### config.mk
export PLATFORM = sky130hd
export DESIGN_NAME = gate_fault_ctrl
export DESIGN_NICKNAME = d
export VERILOG_FILES = /design/src/rtl/gfc_pkg.sv /design/src/rtl/oc_blanker.sv /design/src/rtl/fault_fsm.sv /design/src/rtl/hs_leg_gate.sv /design/src/rtl/gate_fault_ctrl.sv
export SDC_FILE = /design/constraint.sdc
export NUM_CORES = 1
export LEC_CHECK = 0
export BUFFER_PORTS_ARGS = -buffer_cell sky130_fd_sc_hd__buf_2
export CORE_ASPECT_RATIO = 0.7
export CORE_MARGIN = 4
export CORE_UTILIZATION = 40
export CTS_CLUSTER_SIZE = 40
export DETAILED_ROUTE_END_ITERATION = 16
export PLACE_DENSITY_LB_ADDON = 0.12
export SETUP_SLACK_MARGIN = 0.4
export SLEW_MARGIN = 40
export SYNTH_ARGS = -nofsm -noshare
export SYNTH_HDL_FRONTEND = slang
export SYNTH_SLANG_ARGS = --single-unit
### constraint.sdc
create_clock -name clk -period 7.1 [get_ports clk]
set_clock_uncertainty 0.2 [all_clocks]
set_input_delay 1.065 -clock clk [delete_from_list [all_inputs] [get_ports clk]]
set_output_delay 1.065 -clock clk [all_outputs]
set_load 0.01 [all_outputs]
### src/rtl/gfc_pkg.sv
`timescale 1ns/1ps
package gfc_pkg;
   typedef enum logic {
      FS_RUN  = 1'b0,
      FS_HOLD = 1'b1
   } fault_st_t;

   // Bits needed to hold the value n (at least one).
   function automatic int cnt_bits(input int n);
      return (n < 2) ? 1 : $clog2(n + 1);
   endfunction
endpackage

### src/rtl/oc_blanker.sv
`timescale 1ns/1ps
module oc_blanker #(
   parameter int BLANK_CYC = 32
) (
   input  logic clk,
   input  logic rst,
   input  logic oc_raw,
   output logic oc_ok
);
   generate
      if (BLANK_CYC < 0) begin : g_bad_blank
         $error("oc_blanker: BLANK_CYC must be non-negative");
      end

      if (BLANK_CYC == 0) begin : g_no_blank
         assign oc_ok = oc_raw;
      end else begin : g_blank
         localparam int BW = gfc_pkg::cnt_bits(BLANK_CYC);
         localparam logic [BW-1:0] LIMIT = BW'(BLANK_CYC);
         logic [BW-1:0] run_q;

         always_ff @(posedge clk) begin
            if (rst) begin
               run_q <= '0;
            end else if (!oc_raw) begin
               run_q <= '0;
            end else if (run_q != LIMIT) begin
               run_q <= run_q + 1'b1;
            end
         end

         assign oc_ok = oc_raw && (run_q == LIMIT);

         // an accepted over-current was already high one edge earlier
         a_r2_blank_history: assert property (@(posedge clk) disable iff (rst)
            oc_ok |-> $past(oc_raw));
      end
   endgenerate
endmodule

### src/rtl/fault_fsm.sv
`timescale 1ns/1ps
module fault_fsm #(
   parameter int CLEAR_CYC = 162500
) (
   input  logic clk,
   input  logic rst,
   input  logic trig,
   output logic hold
);
   import gfc_pkg::*;

   localparam int TW = cnt_bits(CLEAR_CYC);
   localparam logic [TW-1:0] RELOAD = TW'(CLEAR_CYC);

   generate
      if (CLEAR_CYC < 1) begin : g_bad_clear
         $error("fault_fsm: CLEAR_CYC must be at least 1");
      end
   endgenerate

   fault_st_t     st_q;
   logic [TW-1:0] tmr_q;
   logic          tmr_done;

   assign tmr_done = (tmr_q == '0);

   always_ff @(posedge clk) begin
      if (rst) begin
         st_q  <= FS_HOLD;
         tmr_q <= RELOAD;
      end else begin
         case (st_q)
            FS_RUN: begin
               if (trig) begin
                  st_q  <= FS_HOLD;
                  tmr_q <= RELOAD;
               end
            end
            FS_HOLD: begin
               if (!tmr_done) begin
                  tmr_q <= tmr_q - 1'b1;
               end else if (trig) begin
                  tmr_q <= RELOAD;
               end else begin
                  st_q <= FS_RUN;
               end
            end
            default: st_q <= FS_HOLD;
         endcase
      end
   end

   assign hold = (st_q == FS_HOLD);

   // any sampled trip leaves the fault held after the edge
   a_r3_trip_sets: assert property (@(posedge clk) disable iff (rst)
      trig |=> hold);
   // the fault never drops while the timer is still running
   a_r4_min_hold: assert property (@(posedge clk) disable iff (rst)
      (hold && !tmr_done) |=> hold);
   // a release only follows an expired timer with no trip present
   a_r4_release: assert property (@(posedge clk) disable iff (rst)
      $fell(hold) |-> ($past(tmr_q) == '0 && !$past(trig)));
   // a trip at expiry reloads the timer
   a_r5_rearm: assert property (@(posedge clk) disable iff (rst)
      (hold && tmr_done && trig) |=> (hold && tmr_q == RELOAD));
endmodule

### src/rtl/hs_leg_gate.sv
`timescale 1ns/1ps
module hs_leg_gate (
   input  logic kill_in,
   input  logic leg_uv,
   output logic leg_kill
);
   assign leg_kill = kill_in | leg_uv;
endmodule

### src/rtl/gate_fault_ctrl.sv
`timescale 1ns/1ps
module gate_fault_ctrl #(
   parameter int N_PHASE   = 3,
   parameter int BLANK_CYC = 32,
   parameter int CLEAR_CYC = 162500
) (
   input  logic               clk,
   input  logic               rst,
   input  logic               oc_flag,
   input  logic               ls_uv,
   input  logic [N_PHASE-1:0] hs_uv,
   input  logic               en_filt,
   output logic               fault_n,
   output logic               kill_all,
   output logic               ls_soft_off,
   output logic [N_PHASE-1:0] hs_kill
);
   generate
      if (N_PHASE < 1) begin : g_bad_phase
         $error("gate_fault_ctrl: N_PHASE must be at least 1");
      end
   endgenerate

   logic oc_ok;
   logic trig;
   logic hold;

   oc_blanker #(.BLANK_CYC(BLANK_CYC)) u_blank (
      .clk   (clk),
      .rst   (rst),
      .oc_raw(oc_flag),
      .oc_ok (oc_ok)
   );

   assign trig = oc_ok | ls_uv;

   fault_fsm #(.CLEAR_CYC(CLEAR_CYC)) u_fsm (
      .clk (clk),
      .rst (rst),
      .trig(trig),
      .hold(hold)
   );

   assign fault_n     = ~hold;
   assign ls_soft_off = hold;
   assign kill_all    = hold | ~en_filt;

   generate
      for (genvar p = 0; p < N_PHASE; p++) begin : g_leg
         hs_leg_gate u_leg (
            .kill_in (kill_all),
            .leg_uv  (hs_uv[p]),
            .leg_kill(hs_kill[p])
         );
      end
   endgenerate

   // an accepted over-current always shows on the fault pin next cycle
   a_r2_oc_trip: assert property (@(posedge clk) disable iff (rst)
      oc_ok |=> !fault_n);
   // with no accepted trip, the high-side flags cannot raise the fault
   a_r8_hs_no_fault: assert property (@(posedge clk) disable iff (rst)
      (fault_n && !oc_ok && !ls_uv) |=> fault_n);
endmodule

---- After elaboration in Yosys (flattened, before gate mapping) ----
Index checks and enable logic that the tools add are counted.
word-level totals
  register bits after elaboration ......... 25
  output and inout port bits .............. 6
  logic and storage cells ................. 24
operators by class
  $add $sub $neg .......................... 2
  eq/ne operators ......................... 2
  mux-type cells .......................... 6
  bitwise gates (word level) .............. 8
  reduce and logical (&&, ||, !) cells .... 3
operator list
  cell                                                 count
  2-to-1 mux 18 bit                                    2
  case mux 18 bit (2 select lines)                     1
  logical NOT 18 bit                                   1
  subtractor 18 x 1 -> 18 bit (second input constant)  1
  adder 6 x 1 -> 6 bit (second input constant)         1
  == test 6 bit (second input constant)                1
  != test 6 bit (second input constant)                1
  OR 1 bit                                             5
  NOT 1 bit                                            3
  2-to-1 mux 1 bit                                     2
  case mux 1 bit (2 select lines)                      1
  OR reduction 2 bit                                   1
  logical AND 1 bit                                    1

---- Logic depth before layout (Yosys ltp) ----
Gate-level depths: netlist of the first run.
  depth after elaboration ................. 6
  depth in mapped cells ................... 9
  gate-level depth less buffers ........... 7

---- By module ----
Synthesis of the first run repeated with hierarchy kept, for this count alone.
unflattened totals
  cells, all modules ...................... 167
  area total of the unflattened synthesis .. 1362.6 µm²
by module, submodules not included
  module           times used  cells each  area an instance (µm²)  sequential area each (µm²)
  fault_fsm        1           127         1024.7                  380.4
  oc_blanker       1           34          302.8                   120.1
  hs_leg_gate      3           1           6.3                     0.0
  gate_fault_ctrl  1           3           16.3                    0.0

---- Least setup slack after synthesis of the first run ----
No wires, ideal clock.
  kind .................................... input port to output port
  from .................................... in en_filt
  to ...................................... out hs_kill[0]
  data arrival time ....................... 1.477 ns
  data required time ...................... 5.835 ns
  slack ................................... 4.358 ns
  stages on the path ...................... 3
  cells stage by stage .................... nor2b_1 nand2b_1 buf_4
on the way
  longest elaborated chain between the ends .. 3
ends and longest elaborated chain
  element          line                   text
  start, declared  gate_fault_ctrl.sv:12  input logic en_filt,
  NOT 1 bit        gate_fault_ctrl.sv:46  assign kill_all = hold | ~en_filt;
  OR 1 bit         gate_fault_ctrl.sv:46
  OR 1 bit         hs_leg_gate.sv:7       assign leg_kill = kill_in | leg_uv;
  end, declared    gate_fault_ctrl.sv:16  output logic [N_PHASE-1:0] hs_kill
No other way between the ends.

---- Worst setup path after layout of the first run ----
  from .................................... in en_filt
  to ...................................... out hs_kill[1]
The elaborated chain is that of the path after synthesis.

==> run summary, run 1 <==
At the worst endpoint, the arrival time is 1.60 ns. The number of maximum-capacitance violations is 0. The critical path's largest stage delay is around 0.24 ns. Of the total synthesized cell area, the portion taken by full adders, half adders and majority gates is under 10%.

The cell taking the most area after synthesis is dfxtp_1. The die is 78.8 um wide. 0 antenna diodes ended up in the layout.

The total of fill cells in the finished design is 320. The number of standard-cell rows in the floorplan is 17. The hold violation total from the final report is 0. The number of DRC markers after the initial detailed-route iteration is 66. The critical path buffer and inverter count came out at 2. The upper clock frequency limit is about 350 MHz. The initial utilization of the core area, before any placement, comes to 43.2%. The setup-violating endpoint count in the final report came out at 0. The leakage power came out at 0.000534 uW.

Dividing the detail-routed via count by the number of cells gives 5.56. The initial antenna violation count came out at 0. Each instance of the synthesized netlist takes up on average 8.31 um2. Detailed placement finished with a half-perimeter wire length of 2140 um. Global routing consumed, over all layers together, between 10 and 15% of the routing resources. The synthesized netlist devotes 19.4% of its cell area to compound gates.

The flip-flop and latch area came out at 500 um2. The switching share of power is 24.6%. The core area is 3250 um2.

The quantity of hold-fixing buffers added after cts came out at 0. In this design, the critical path's most frequently occurring cell is buf_2. The worst slack on hold paths is about 0.29 ns. The path class of the tightest hold or removal check is reg -> reg.

The post-synth net total is 180. Before CTS, the worst setup slack after placement is 4.23 ns. Counting along the longest clock path gives a buffer depth of 2. At the end of routability-driven placement, the weighted congestion stood at about 0.80. The total internal power came out at around 200 uW.

The number of buffers created by CTS came out at 3. The minimum setup slack in the final design came out at ~4.2 ns. The post-synthesis cell area came out at 1410 um2. The number of global-route vias before repair came out at 1147.

The die outline height is around 58 um. The post-route netlist has ~14% of its cells at a drive strength greater than 1. The top-level port count is 14. The net switching component of the power is 64.4 uW. Yosys instantiated no cell more often than dfxtp_1. The power per cell area is 173 nW/um2. The multiplexer share of the synthesized area is 0.712%. The setup TNS after final layout is 0 ns. The maximum resistive drop on vdd is 0.0000888 V.

The tree is rooted in a clkbuf_8. The critical path is of the in -> out type. After synthesis, the largest family of logic cells by area is simple AND/OR/NAND/NOR gates. Among all stages on the critical path, the largest delay is contributed by nor2b_1. The antenna violation net count after detailed routing came out at 0.

STA classifies the critical path endpoint as an output port. TritonCTS built the clock tree. The clock-pin slew on the worst setup and hold paths came out at 0.08 ns.

Sequential cells were found to cover ~36% of the synthesized design area. The number of setup buffers added after CTS is 0. For this block, the routed nets add up to 2970 um of wire. The first-pass GRT wire length came out at slightly above 5000 um. Grouping stages by cell kind, the critical path spends the most delay in simple AND/OR/NAND/NOR gates. Traced cell by cell, the critical path runs through buf_2, nor2b_1, nand2b_1, buf_2. The count of warnings emitted by yosys came out at 0. The post-synthesis cell type count came out at 47. The count of final max-slew check failures came out at 0. The detailed-routing iteration count for the pre-antenna-repair pass is 4. The total via count in the routed design came out at 1229.

The fraction of synthesized cell area in xor and xnor cells is 4.99%. The run finished with clean final reports. Sorting the synthesized cells by area gives the leading types as dfxtp_1 36%, nor3_1 3.2%, o21ai_0 3.2%.

The count of input and output buffers is 13. The async set-or-reset flop fraction in the synthesized netlist is 0%. After detailed routing, the average wire length per cell comes to 13.4 um. Of the post-synthesis cell area, the dominant cell type holds 35.6%. Counting instances in the post-synthesis netlist gives the leading cell types as 25 x dfxtp_1, 11 x nand2_1, 11 x nor2_1. The total grt overflow is 0.

The area used by multi-input combinational logic came out at 808 um2. After detailed routing, the number of remaining DRC violations is 0. The clock insertion delay at the later pin of the skew report came out at between 0.2 and 0.3 ns. The maximum fanout along the worst path is 4. The relative contribution of sequential cells to total power came out at between 50% and 60%. The total clock sinks came out at 25. Synthesis produced a netlist whose cell count is 169.

The clock share of power is 31.0%. Entering global routing, the biggest net connects 23 pins. The synthesized-area fraction occupied by and/or/nand/nor cells is 29.7%.

STA classifies the critical path startpoint as an input pin. The share of total power in combinational logic is 11.6%. The required time reported for the critical path endpoint came out at 5.83 ns. Measured against its own limit, the worst slew margin works out to about 58%. The number of cells upsized or downsized after cts came out at 0. The count of H-tree levels built during CTS is 1.

Setup repair after global routing left no endpoint under its margin. The final net count is about 190. The number of enable flip-flop cells after synthesis came out at 0. The shortest clock period the worst path allows after layout is approximately 2.9 ns. The pin slew with the least headroom to its limit came out at 0.626 ns. Among all flip-flop cells after synthesis, the most frequent one is dfxtp_1. The area growth from synthesis to layout came out at 7.84%. The post-route clock period utilization is 40.4%. The die covers 4540 um2. The register bit total from synthesis is 25.
-- power groups by stage --
stage,logic (uW),clock network [uW],registers [uW]
final,30.2,81.2,150
after global placement,29.3,0,153
after detailed placement,29.8,0,153
after floorplan,23.4,0,152
after global routing,33.8,93.5,151
after CTS,30.0,84.6,150
-- cell usage in the layout, fill, tap and decap left out, types with 4 or more instances in the layout --
| cell type | synthesis | routed |
|---|---|---|
| nor3_1 | 9 | 9 |
| nand2b_1 | 5 | 5 |
| dfxtp_1 | 25 | 25 |
| nand2_1 | 11 | 11 |
| xnor2_1 | 5 | 5 |
| buf_2 | 2 | 13 |
| nand3_1 | 6 | 6 |
| o21ai_0 | 9 | 9 |
| nor4_1 | 4 | 4 |
| inv_1 | 10 | 10 |
| a21oi_1 | 6 | 6 |
| nor2b_1 | 4 | 4 |
| or4_1 | 4 | 4 |
| nor2_1 | 11 | 11 |
-- per-layer routing --
metal | vias to the layer above | part of all wire [%] | GRT usage [%]
li1 | 622 | - | -
met1 | 580 | 54 | 19.5
met2 | 25 | 40 | 20.1
met3 | 2 | 5.5 | 4.57
met4 | 0 | 0.40 | 4.41
met5 | - | 0 | 0
-- layout make-up --
class | instances | share of cell area (%)
multi-input combinational | 122 | 53.3
sequential | 25 | 33.0
timing repair buffer | 13 | 4.29
tap | 47 | 3.88
clock buffer | 4 | 2.97
inverter | 10 | 2.48
-- worst register-to-register path: stages (launching register included) --
cell     delay, ns
dfxtp_1       0.33
or4_1         0.66
or4_4         0.63
o21ai_4       0.28
nand2_4       0.15
a221o_1       0.35
-- through the flow --
stage,cells,util (%),total power [uW],cell area [um2]
after detailed placement,217,45.2,183,1470
after floorplan,169,-,175,1410
final,221,46.6,262,1520
after CTS,221,46.6,265,1520
after global placement,217,45.2,182,1470
after global routing,221,46.6,278,1520
-- worst paths after layout --
path,start,to,slack (ns),depth (start not counted)
setup / recovery,en_filt,hs_kill[1],4.23,4
hold / removal,u_fsm.tmr_q[0]$_SDFF_PP0_,u_fsm.tmr_q[0]$_SDFF_PP0_,0.29,2
setup reg to reg,u_fsm.tmr_q[8]$_SDFF_PP0_,u_fsm.tmr_q[2]$_SDFF_PP1_,4.39,5
hold reg to reg,u_fsm.tmr_q[0]$_SDFF_PP0_,u_fsm.tmr_q[0]$_SDFF_PP0_,0.29,2
-- registers in the layout (all words and copies together), names as in the netlist --
| signal | flops |
|---|---|
| u_fsm.hold | 1 |
| u_fsm.tmr_q | 18 |
| u_blank.g_blank.run_q | 6 |
-- kinds of logic after synthesis --
family | count (synthesis)
AO/OA/AOI/OAI | 37
XOR/XNOR | 8
adder cells (fa/ha/maj) | 3
buffers and inverters | 22
flip-flops | 25
multiplexers | 1
AND/OR/NAND/NOR | 73
Note: power is estimated with default switching activity, not from simulation.
==> run 2, diff against run 1 <==
Clock period 7.1 ns to 2.95 ns, I/O delays scaled along.
==> run summary, run 2 (synthesis gave the netlist of run 1 again) <==
The core area came to 3250 um2 (unchanged). Status: completed (unchanged). The critical path buffer and inverter count is 0 (was 2). The die outline height is 57.6 um (unchanged). The final instance area is 1560 um2 (was 1520 um2). The total grt overflow is 0 (unchanged). The hold violation total from the final report came out at 0 (unchanged).

The clock tree from TritonCTS is done (unchanged). The endpoint type of the worst setup path is a flop (was output port). The count of inserted antenna diode cells is 0 (unchanged). The worst path needs 2.49 ns of the cycle, external delays included.

The clock-pin slew on the worst setup and hold paths came out at 0.09 ns (was 0.08 ns). The area growth from synthesis to layout was 10.8% (was 7.84%). The worst slack on hold paths came to 0.292 ns (was 0.290 ns).

The number of standard-cell rows in the floorplan came out at 17 (unchanged). The total of fill cells in the finished design is 331 (was 320). The leakage power is 0.000556 uW (was 0.000534 uW).

The antenna violation net count after detailed routing came out at 0 (unchanged). The minimum setup slack after placement is 0.277 ns (was 4.23 ns). The required time reported for the critical path endpoint is 2.92 ns (was 5.83 ns). The number of DRC markers after the initial detailed-route iteration came out at 48 (was 66).

The pin slew with the least headroom to its limit is 0.610 ns (was 0.626 ns). The share of total power in combinational logic came to 11.6% (about the same). The count of input and output buffers is 13 (unchanged).

Worst-path cell chain: or4_4, or4_4, o21ai_4, nand2_4, a221o_1 (was buf_2, nor2b_1, nand2b_1, buf_2). The fraction of layout cells with a size suffix above 1 is 17.4% (was 13.8%). The detailed-routing iteration count for the pre-antenna-repair pass came out at 4 (unchanged). The quantity of hold-fixing buffers added after cts came to 0 (unchanged). The minimum setup slack in the final design is 0.464 ns (was 4.23 ns). The number of global-route vias before repair came out at 1069 (was 1147). The class of the most critical setup path is reg -> reg (was in -> out). The clock tree buffer depth is 2 (unchanged). The width of the die is 78.8 um (unchanged).

The area used by multi-input combinational logic is 820 um2 (was 808 um2). The leading cell type in the layout, fill and taps excluded is dfxtp_1 (unchanged). The initial antenna violation count is 0 (unchanged). The routability-driven placement congestion ratio is 0.796 (was 0.801).

The total via count in the routed design came out at 1245 (was 1229). The number of buffers created by CTS is 3 (unchanged). The net switching component of the power is 166 uW (was 64.4 uW). The total internal power came to 475 uW (was 197 uW). The maximum number of pins on one net before global-route repair came out at 23 (unchanged).

The half-perimeter wire length after placement came to 2280 um (was 2140 um). The routed wire length came out at 3170 um (was 2970 um). The number of maximum-capacitance violations came to 0 (unchanged). The register ranked first by flip-flop count is u_fsm.tmr_q (unchanged). The starting density of the core is 43.2% (unchanged). The average routed wire per standard cell came to 14.1 um (was 13.4 um).

The clock insertion delay at the later pin of the skew report came out at 0.27 ns (was 0.26 ns). The setup-violating endpoint count in the final report was 0 (unchanged). The minimum setup slack among reg-to-reg paths is 0.46 ns (was 4.39 ns).

The first-pass GRT wire length came to 5280 um (was 5070 um). The flip-flop count of the largest register after layout came to 18 (unchanged). The clock share of power is 32.0% (was 31.0%).

The switching share of power came out at 25.8% (was 24.6%). The critical path's slowest cell is or4_4 (was nor2b_1). The cell at the root of the clock tree is clkbuf_8 (unchanged). The arrival time at the worst endpoint is 2.46 ns (was 1.60 ns). The worst max-slew margin expressed relative to the limit is 59.2% (was 58.1%). The library cell appearing most often on the critical path was or4_4 (was buf_2). The overall routing resource usage is 14.5% (was 13.9%). The power per cell area is 412 nW/um2 (was 173 nW/um2). The maximum fanout along the worst path is 10 (was 4). The flip-flop and latch area came to 500 um2 (unchanged). Most used cells in the layout excluding fill and tap cells: 25 x dfxtp_1, 13 x buf_2, 11 x nand2_1, 11 x nor2_1, 10 x inv_1 (unchanged). The critical path's largest stage delay came out at 0.59 ns (was 0.24 ns). The top-level port count is 14 (unchanged). The category of the worst setup path launch point is a flop (was input pin).

The count of H-tree levels built during CTS came out at 1 (unchanged). The relative contribution of sequential cells to total power is 56.4% (was 57.4%). The post-route DRC violation count was 0 (unchanged). The family with the most delay on the worst path is simple AND/OR/NAND/NOR gates (unchanged). The worst hold-check path type was reg -> reg (unchanged). The maximum resistive drop on vdd is 0.000244 V (was 0.0000888 V). The setup TNS after final layout is 0 ns (unchanged).

The total clock sinks is 25 (unchanged). The count of final max-slew check failures was 0 (unchanged). The final net count came out at 190 (was 186). The area of placed instances came out at 1480 um2 (was 1470 um2). The total die area came out at 4540 um2 (unchanged).

Dividing the final minimum period by the clock period gives between 80% and 90%. The upper clock frequency limit came out at between 400 and 500 MHz. The ratio of routed vias to standard cells was 5.53 (was 5.56).

Setup repair after global routing missed its margin: no (unchanged).
run 2: metal layers:
metal  vias to the layer above  global-route usage [%]  part of all wire, %
li1                        631                       -                    -
met1                       575                    21.3                   52
met2                        35                    21.0                   41
met3                         4                    3.94                  6.3
met4                         0                    3.43                 0.79
met5                         -                       0                    0
run 2: power groups by stage:
stage / Combinational [uW] / Sequential [uW] / Clock (uW)
2_1_floorplan: 56.3 / 366 / 0
3_3_place_gp: 70.2 / 368 / 0
3_5_place_dp: 73.5 / 369 / 0
4_1_cts: 74.0 / 361 / 214
5_1_grt: 85.7 / 364 / 230
6_report: 74.2 / 361 / 205
run 2: worst reg2reg max path, delay by kind of cell, from the launching register on:
family | cells | cell delay [ns]
AOI/OAI and AO/OA | 2 | 0.58
DFF | 1 | 0.34
and+or+nand+nor | 3 | 1.27
run 2: path summary, 6_finish.rpt:
check,end,depth (start not counted),from
max,u_fsm.tmr_q[2]$_SDFF_PP1_,5,u_fsm.tmr_q[8]$_SDFF_PP0_
min reg2reg,u_fsm.tmr_q[0]$_SDFF_PP0_,2,u_fsm.tmr_q[0]$_SDFF_PP0_
max reg2reg,u_fsm.tmr_q[2]$_SDFF_PP1_,5,u_fsm.tmr_q[8]$_SDFF_PP0_
min,u_fsm.tmr_q[0]$_SDFF_PP0_,2,u_fsm.tmr_q[0]$_SDFF_PP0_
run 2: layout make-up:
type	instances	share of cell area, %
sequential	25	32.2
timing repair buffer	17	6.11
clock buffer	4	2.89
inverter	10	2.41
multi-input combinational	122	52.7
tap	47	3.78
run 2: through the flow:
step	utilization [%]	instances	total power, uW
after floorplan	-	169	422
after global placement	45.4	218	438
after detailed placement	45.4	218	442
after CTS	47.6	225	649
after global routing	47.8	225	679
final	47.8	225	641
run 2: timing repair:
| item | CTS | global route |
|---|---|---|
| pin swaps | 1 | 2 |
| buffers inserted | 3 | 0 |
| resized for setup | 1 | 2 |
| endpoints found under the setup margin | 11 | 8 |
| hold endpoints to repair | 0 | 0 |
